File: config.mk
export PLATFORM = sky130hd
export DESIGN_NAME = wdt_magic
export DESIGN_NICKNAME = d
export VERILOG_FILES = /design/src/rtl/wdt_magic.sv
export SDC_FILE = /design/constraint.sdc
export NUM_CORES = 1
export LEC_CHECK = 0
export ABC_AREA = 1
export BUFFER_PORTS_ARGS = -buffer_cell sky130_fd_sc_hd__buf_2
export CORE_ASPECT_RATIO = 0.6
export CORE_MARGIN = 1.5
export CORE_UTILIZATION = 28
export DETAILED_ROUTE_END_ITERATION = 6
export PLACE_DENSITY_LB_ADDON = 0.2
export SLEW_MARGIN = 0
export SYNTH_ARGS = -nofsm -noshare
export SYNTH_HDL_FRONTEND = slang
export SYNTH_SLANG_ARGS = --single-unit
File: constraint.sdc
create_clock -name clk -period 4.4 [get_ports clk]
set_clock_uncertainty 0.1 [all_clocks]
set_input_delay 0.44 -clock clk [delete_from_list [all_inputs] [get_ports clk]]
set_output_delay 0.44 -clock clk [all_outputs]
set_load 0.03 [all_outputs]
File: src/rtl/wdt_magic.sv
module wdt_magic #(
  parameter int          AW       = 8,
  parameter int          DW       = 32,
  parameter int          PW       = 32,
  parameter logic [15:0] CLR_CODE = 16'h4352,
  parameter logic [15:0] RUN_CODE = 16'h5354
) (
  input  logic          clk,
  input  logic          rst_n,
  input  logic [AW-1:0] bus_addr,
  input  logic          bus_we,
  input  logic [DW-1:0] bus_wdata,
  output logic [DW-1:0] bus_rdata,
  output logic          timeout_pulse
);
  localparam logic [AW-1:0] A_CNT = AW'(8'h00);
  localparam logic [AW-1:0] A_MIN = AW'(8'h04);
  localparam logic [AW-1:0] A_MAX = AW'(8'h08);
  localparam logic [AW-1:0] A_CTL = AW'(8'h0C);
  localparam logic [AW-1:0] A_CMD = AW'(8'h10);
  localparam logic [AW-1:0] A_DIV = AW'(8'h30);
  localparam logic [DW-1:0] CLR_W = DW'(CLR_CODE);
  localparam logic [DW-1:0] RUN_W = DW'(RUN_CODE);

  logic [DW-1:0] cnt_q, wmin_q, wmax_q;
  logic [PW-1:0] div_q, pre_q;
  logic          mode_q, running_q, halt_q, expired_q;

  logic wr_cmd, cmd_clr, cmd_run, do_start, do_stop, active, tick, hit, viol, expire_evt;
  logic [DW:0] cnt_inc;

  assign wr_cmd   = bus_we && (bus_addr == A_CMD);
  assign cmd_clr  = wr_cmd && (bus_wdata == CLR_W);
  assign cmd_run  = wr_cmd && (bus_wdata == RUN_W);
  assign do_start = cmd_run && !mode_q;
  assign do_stop  = cmd_run && mode_q;
  assign active   = running_q && !halt_q;
  assign tick     = active && ((div_q <= PW'(1)) || (pre_q == div_q - PW'(1)));
  assign cnt_inc  = {1'b0, cnt_q} + (DW+1)'(1);
  assign hit      = tick && (cnt_inc >= {1'b0, wmax_q});
  assign viol     = cmd_clr && active && (wmin_q != '0) && (cnt_q < wmin_q);
  assign expire_evt = viol || (hit && !cmd_clr && !cmd_run);

  always_ff @(posedge clk or negedge rst_n) begin
    if (!rst_n) begin
      wmin_q <= '0;
      wmax_q <= '0;
      div_q  <= '0;
      mode_q <= 1'b0;
    end else if (bus_we) begin
      if (bus_addr == A_MIN) wmin_q <= bus_wdata;
      if (bus_addr == A_MAX) wmax_q <= bus_wdata;
      if (bus_addr == A_DIV) div_q  <= PW'(bus_wdata);
      if (bus_addr == A_CTL) mode_q <= bus_wdata[0];
    end
  end

  always_ff @(posedge clk or negedge rst_n) begin
    if (!rst_n) begin
      cnt_q <= '0;
      pre_q <= '0;
    end else begin
      if (do_start || (cmd_clr && !viol))
        cnt_q <= '0;
      else if (tick && !do_stop && !viol)
        cnt_q <= cnt_inc[DW-1:0];

      if (do_start || do_stop || cmd_clr || tick)
        pre_q <= '0;
      else if (active)
        pre_q <= pre_q + PW'(1);
    end
  end

  always_ff @(posedge clk or negedge rst_n) begin
    if (!rst_n) begin
      running_q     <= 1'b0;
      halt_q        <= 1'b0;
      expired_q     <= 1'b0;
      timeout_pulse <= 1'b0;
    end else begin
      timeout_pulse <= expire_evt;
      if (do_start)     running_q <= 1'b1;
      else if (do_stop) running_q <= 1'b0;
      if (do_start || do_stop || (cmd_clr && !viol)) halt_q <= 1'b0;
      else if (expire_evt)                           halt_q <= 1'b1;
      if (do_start)        expired_q <= 1'b0;
      else if (expire_evt) expired_q <= 1'b1;
    end
  end

  always_comb begin
    case (bus_addr)
      A_CNT:   bus_rdata = cnt_q;
      A_MIN:   bus_rdata = wmin_q;
      A_MAX:   bus_rdata = wmax_q;
      A_CTL:   bus_rdata = {expired_q, {(DW-2){1'b0}}, mode_q};
      A_DIV:   bus_rdata = DW'(div_q);
      default: bus_rdata = '0;
    endcase
  end


  pulse_single_chk: assert property (@(posedge clk) disable iff (!rst_n)
    timeout_pulse |=> !timeout_pulse);

  pulse_flag_chk: assert property (@(posedge clk) disable iff (!rst_n)
    timeout_pulse |-> expired_q);

  expired_sticky_chk: assert property (@(posedge clk) disable iff (!rst_n)
    expired_q && !do_start |=> expired_q);

  stopped_hold_chk: assert property (@(posedge clk) disable iff (!rst_n)
    !running_q && !cmd_clr && !do_start |=> $stable(cnt_q));

  step_chk: assert property (@(posedge clk) disable iff (!rst_n)
    active && !wr_cmd |=> (cnt_q == $past(cnt_q)) || (cnt_q == $past(cnt_q) + DW'(1)));

  bad_cmd_chk: assert property (@(posedge clk) disable iff (!rst_n)
    wr_cmd && !cmd_clr && !cmd_run |=> $stable(running_q) && $stable(expired_q));
endmodule

==> results of run 1 <==
[sequential cells by signal, indices dropped and copies added (netlist names)]
signal	count
timeout_pulse	1
wmin_q	32
cnt_q	32
wmax_q	32
div_q	32
expired_q	1
halt_q	1
pre_q	32
running_q	1
mode_q	1
[per-layer routing]
metal  track usage [%]  vias up
li1                  -     5728
met4              4.85        0
met2              26.9      392
met3              4.07       33
met5                 0        -
met1              34.6     5564
[path summary, 6_finish.rpt]
| check | start | end | slack [ps] | depth (start not counted) |
|---|---|---|---|---|
| setup / recovery | cnt_q[1] | expired_q | 460 | 24 |
| min in group clk | bus_wdata[26] | div_q[26] | 200 | 3 |
| setup reg to reg | cnt_q[1] | expired_q | 460 | 24 |
| max in group asynchronous | rst_n | wmin_q[24] | 3240 | 2 |
| hold reg to reg | wmax_q[21] | wmax_q[21] | 390 | 2 |
| hold / removal | rst_n | cnt_q[7] | 30 | 1 |
[synth_stat cells]
| cell type | count |
|---|---|
| xor2_1 | 51 |
| o21bai_1 | 3 |
| nand3_1 | 102 |
| ha_1 | 67 |
| nor2_4 | 8 |
| o21a_1 | 3 |
| nor2_1 | 170 |
| a221oi_1 | 2 |
| or2_2 | 1 |
| nand4_1 | 41 |
| nor4_1 | 18 |
| o22ai_1 | 11 |
| buf_2 | 7 |
| o2111ai_1 | 10 |
| inv_1 | 248 |
| nand3b_1 | 13 |
| nor2_8 | 2 |
| clkbuf_1 | 27 |
| inv_2 | 2 |
| o21ai_1 | 1 |
| and2_1 | 1 |
| a22oi_1 | 16 |
| xnor2_1 | 22 |
| nand2_4 | 2 |
| nor3_1 | 30 |
| nor3_2 | 4 |
| nand2_2 | 6 |
| nand3_2 | 2 |
| dfrtp_1 | 165 |
| o21ai_0 | 125 |
| nor2_2 | 9 |
| nand2_1 | 457 |
| nor4_2 | 1 |
| buf_1 | 3 |
| a221o_1 | 2 |
| buf_6 | 6 |
| nor3b_2 | 2 |
| o221ai_1 | 13 |
| a21oi_1 | 55 |
| a31oi_1 | 2 |
| o211ai_1 | 1 |
| a211o_1 | 1 |
[repair_timing]
item / 4_1_cts / 5_1_grt
endpoints found under the setup margin: 0 / 2
gates resized for setup: 0 / 3
endpoints found under the hold margin: 0 / 0
[metrics by stage]
stage,area (um^2),utilization (%)
6_report,13700,32.5
3_3_place_gp,13100,31.1
5_1_grt,13700,32.5
2_1_floorplan,12000,-
3_5_place_dp,13100,31.1
4_1_cts,13700,32.5
[area by class of cell]
class                           count  area [um^2]  share of cell area [%]
Multi-Input combinational cell   1254         6770                    49.4
Sequential cell                   165         4130                    30.1
Inverter                          250          938                    6.85
Tap cell                          570          713                    5.21
Timing Repair Buffer               98          567                    4.14
Clock buffer                       17          425                    3.11
Clock inverter                     15          155                    1.13
[worst max-delay path, cell delays in order (launching register included)]
cell	delay (ps)
dfrtp_1	410
ha_1	230
nand3_1	170
nor3_2	200
nand2_1	90
nor3_2	200
nand3_2	240
nor3_2	230
nand2_1	150
nor2_1	150
xor2_1	160
inv_1	70
ha_1	310
a21oi_1	150
o21ai_0	100
nand4_1	90
nand3_1	90
nor2_1	120
nand3_1	100
nor2_1	140
nor2_1	60
nand3_1	110
nand3_1	70
nand2_1	60
inv_1	40
[where the power goes]
group	leakage, nW	total (mW)	switching, mW	internal [mW]
clock	0.283	1.54	0.777	0.759
sequential	2.27	1.62	0.0587	1.56
combinational	4.22	0.908	0.642	0.267
[cell families (layout without fill, tap and decap cells)]
logic type / after synthesis / after routing / share of synthesized area, %
compound gates: 245 / 245 / 11.7
xor+xnor: 73 / 73 / 5.33
fa+ha+maj: 67 / 67 / 6.98
buf+inv: 293 / 380 / 9.61
flops: 165 / 165 / 34.4
simple gates: 869 / 869 / 32.0
==> results.md, run 1 <==
* Final setup fails at 0
* Most frequent cells in the layout: nand2_1 (454), inv_1 (248), nor2_1 (169), dfrtp_1 (165), o21ai_0 (125)
* Nets at 1,896
* WS Path Type: register to register
* Final HPWL DP at 36.9 mm
* Drt wl/cell at 19.4 um
* Initial Utilization at 28.5%
* Max IR drop VDD at 0.242 mV
* Register area share after synthesis at 34.4%
* Num CTS Buffers at 17
* Gpl congestion at 0.918
* Postcts setup bufs at 0
* Setup crit end kind: register
* Die height at 163 um
* Pre-CTS WS at 348 ps
* Post-Route WL at 45.9 mm
* Fill cell count at 4,647
* Crit share post-route at 89.6%
* Share of layout cells above drive strength 1 at 10.0%
* Slew headroom at 27.5%
* Fin. max-slew vios at 0
* CP arrival at 4200 ps
* Status: complete, no violations
* Die area at 44,200 um^2
* Antenna violations before repair at 0
* Max Cap Violations at 0
* Achievable Freq at 254 MHz
* Horiz. Die Dim at 270 um
* WL met2 at 16.8 mm
* Final global-route overflow total at 0
* Crit path max fanout at 5
* Root buffer cell: clkbuf_16
* Critical Path RT at 4660 ps
* Dpl cells at 2,337
* Max layer used: met4
* Layout area overhead at 14.1%
* Final Non-Filler Cells at 2,369
* Commonest non-fill, non-tap cell in the layout: nand2_1
* Clock Latency Late Sink at 460 ps
* Synth area leaders: dfrtp_1 (34%), nand2_1 (14%), inv_1 (7.8%)
* DR iter-0 viols at 1,319
* Vias/cell at 4.95
* N_diodes at 0
* Leak pwr at 6.77 nW
* Wire length on met1 at 25.0 mm
* Io pins at 76
* Setup_tns at 0 ps
* Cell taking the most area after synthesis: dfrtp_1
* Clk slew on worst S/H paths at 80 ps
* Detailed Routing Iterations Pass 1 at 5
* Synthesized area at 12,000 um^2
* Hold slack at 30.6 ps
* Bufs on Longest Clock Path at 2
* Routed Antenna Nets at 0
* Worst setup margin at 460 ps
* # rows at 58
* Post-synth top area share at 34.4%
* Synth cell types at 42
* Cells after Synth at 1,712
* HP Class: primary input to asynchronous set/reset pin
* First-pass GRT wire length at 68.9 mm
* Final hold violation count at 0
* Core Region at 42,100 um^2
* Design Power at 4.06 mW
* RSZ-0062 raised after global routing: no
* YS warnings at 0
* Largest net degree at the start of global routing at 102
* Syn Area/Cell at 7.01 um^2
* CP Launch Type: register
* Synth Register Bits at 165
* Pwr Density at 296 nW/um^2
* Max H-tree Level at 4
* Min Tclk post-route at 3940 ps
* Clk sinks at 165
* Hold_buf cts at 0
* Via count at 11,700
* IO Port Bufs at 75
* DR DRC count at 0
* CTS tree: yes
* Worst-margin pin slew at 1080 ps
* Number of global-route vias before repair at 10,700
* Total track usage at 21.1%
* Total nets after synthesis at 1,822
* Met3 WL at 3.31 mm
Power figures use the tool's default switching activity.
==> run 2: changes to the inputs <==
ABC_AREA = 0   (was 1)
==> run 2 against run 1 <==
Fmax decreased by 0.34%. Register-to-register slack hardly changed. Via count decreased by 16%. Combinational power fell by 23%. Non-clock buffer count is 17 higher. Clock power about the same. Die area fell by 5.8%. Cell count decreased by 22%. Sequential power barely moved. Largest cell class unchanged.
==> results.md, run 2 <==
* Final Non-Filler Cells at 1,838
* Root buffer cell: clkbuf_16
* Number of global-route vias before repair at 9,403
* Critical-path top delay cell: nor4_1
* First-pass GRT wire length at 62.1 mm
* Post-synth top area share at 36.5%
* Max H-tree Level at 4
* CP arrival at 4200 ps
* Largest net degree at the start of global routing at 86
* Post-synth EDFFs at 0
* Commonest non-fill, non-tap cell in the layout: dfrtp_1
* Layer with the highest usage: met1
* Cells after Synth at 1,217
* Core Util, Final at 33.1%
* Slowest cell delay on critical path at 830 ps
* Worst-margin pin slew at 906 ps
* HP Class: primary input to register
* Min Tclk post-route at 3950 ps
* Async S/R FF share, synth at 100%
* Final Cell Area at 13,000 um^2
* DP Area at 12,500 um^2
* Achievable Freq at 253 MHz
* Max IR drop VDD at 0.231 mV
* IO Port Bufs at 75
* Leak pwr at 6.19 nW
* Met2 usage at 26.6%
* Die height at 159 um
* Routed Antenna Nets at 0
* Fin. max-slew vios at 0
* YS warnings at 0
* Clk sinks at 165
* Drt wl/cell at 22.6 um
* Initial Utilization at 28.7%
* Global-route met1 utilization at 31.6%
* Via count at 9,864
* CTS tree: yes
* Total track usage at 20.4%
* Setup_tns at 0 ps
* Postcts setup bufs at 0
* N_diodes at 0
* Synth area leaders: dfrtp_1 (37%), ha_1 (7.4%), mux2_2 (6.8%)
* Syn Area/Cell at 9.29 um^2
* Synth top cells by count: dfrtp_1 (165), nand2_1 (111), nor2_1 (110)
* Cell taking the most area after synthesis: dfrtp_1
* Die area at 41,600 um^2
* Dpl cells at 1,805
* DR iter-0 viols at 951
* Clock Latency Late Sink at 460 ps
* Critical Path RT at 4640 ps
* Fill cell count at 4,194
* Top_reg_cell synth: dfrtp_1
* Core Region at 39,400 um^2
* Setup crit end kind: register
* Worst setup margin at 446 ps
* Final setup fails at 0
* DR DRC count at 0
* Crit path max fanout at 32
* Worst R2R Setup Slack at 450 ps
* Synth Register Bits at 165
* Clk slew on worst S/H paths at 70 ps
* Final hold violation count at 0
* Bufs on Longest Clock Path at 2
* Crit share post-route at 89.9%
* CP Launch Type: register
* Max Cap Violations at 0
* Horiz. Die Dim at 262 um
* Nets at 1,413
* # rows at 56
* Synth cell types at 68
* Num CTS Buffers at 17
* Pwr Density at 296 nW/um^2
* Layout area overhead at 15.4%
* Antenna violations before repair at 0
* Total nets after synthesis at 1,327
* Final HPWL DP at 32.2 mm
* Status: complete, no violations
* Vias/cell at 5.37
* Most frequent cells in the layout: dfrtp_1 (165), nand2_1 (111), nor2_1 (108), buf_2 (74), inv_1 (72)
* Detailed Routing Iterations Pass 1 at 5
* Share of layout cells above drive strength 1 at 19.5%
* Gpl congestion at 0.869
* Io pins at 76
* Top-count cell post-synth: dfrtp_1
* Register area share after synthesis at 36.5%
* Crit path cell chain: nor4_1 -> nand3_1 -> or4_4 -> o211ai_1 -> a31oi_1 -> or3_1 -> o22ai_2 -> a31oi_2 -> buf_12 -> mux2_2
* Slew headroom at 39.6%
* RSZ-0062 raised after global routing: no
* Post-Route WL at 41.6 mm
* Pre-CTS WS at 433 ps
* Met3 Use GR at 5.21%
* WS Path Type: register to register
* Final global-route overflow total at 0
* Synthesized area at 11,300 um^2
[run 2: cell types whose count changed after synthesis, sizes merged, moves of 67 or more]
cell	delta
nand3	-67
nor2	-79
mux2	+68
nand2	-353
inv	-178
o21ai	-77
[run 2: cell families after synthesis]
| kind of cell | count (synthesis) | synth area share, % |
|---|---|---|
| AO/OA/AOI/OAI | 213 | 13.7 |
| XOR/XNOR | 91 | 7.05 |
| adder cells (fa/ha/maj) | 67 | 7.42 |
| buffers and inverters | 120 | 4.32 |
| flip-flops | 165 | 36.5 |
| multiplexers | 98 | 9.43 |
| AND/OR/NAND/NOR | 463 | 21.5 |
[run 2: critical path: cells and delay by family, from the launching register on]
family,cells,cell delay (ps)
muxes,1,270
DFF,1,510
buffers and inverters,1,210
and+or+nand+nor,4,1940
AOI/OAI and AO/OA,4,800
[run 2: path summary, 6_finish.rpt]
| kind | start | endpoint | cells past startpoint |
|---|---|---|---|
| setup / recovery | div_q[26] | cnt_q[0] | 10 |
| hold / removal | bus_wdata[13] | wmax_q[13] | 3 |
| setup reg to reg | div_q[26] | cnt_q[0] | 10 |
| hold reg to reg | running_q | running_q | 1 |
| max in group asynchronous | rst_n | wmax_q[14] | 3 |
| min in group asynchronous | rst_n | pre_q[7] | 2 |
[run 2: per-stage QoR]
step / total power [mW] / hold WS [ps]
2_1_floorplan: 2.07 / 44.4
3_3_place_gp: 2.36 / 381
3_5_place_dp: 2.36 / 390
4_1_cts: 3.88 / 123
5_1_grt: 4.03 / 134
6_report: 3.87 / 152
[run 2: layout make-up]
| class | instances | area [um^2] | area share, % |
|---|---|---|---|
| timing repair buffer | 115 | 709 | 5.44 |
| inverter | 72 | 270 | 2.07 |
| sequential | 165 | 4130 | 31.6 |
| tap | 522 | 653 | 5.01 |
| multi-input combinational | 932 | 6710 | 51.5 |
| clock buffer | 21 | 470 | 3.61 |
| clock inverter | 11 | 101 | 0.777 |
[run 2: timing repair]
item                                   in CTS  in global routing
hold buffers                                1                  0
resized for setup                           0                  2
endpoints found under the hold margin      19                  0
setup endpoints to repair                   0                  3
[run 2: power by group]
part           internal, mW  leakage [nW]  total [mW]  switching, mW
clock network         0.824         0.271        1.52          0.696
logic                 0.271          3.85       0.699          0.428
registers              1.57          2.07        1.65         0.0787
[run 2: routing by layer]
layer | part of all wire [%] | up-vias
li1 | - | 4576
met1 | 53 | 4914
met2 | 37 | 338
met3 | 8.0 | 34
met4 | 1.8 | 2
met5 | 0.19 | -
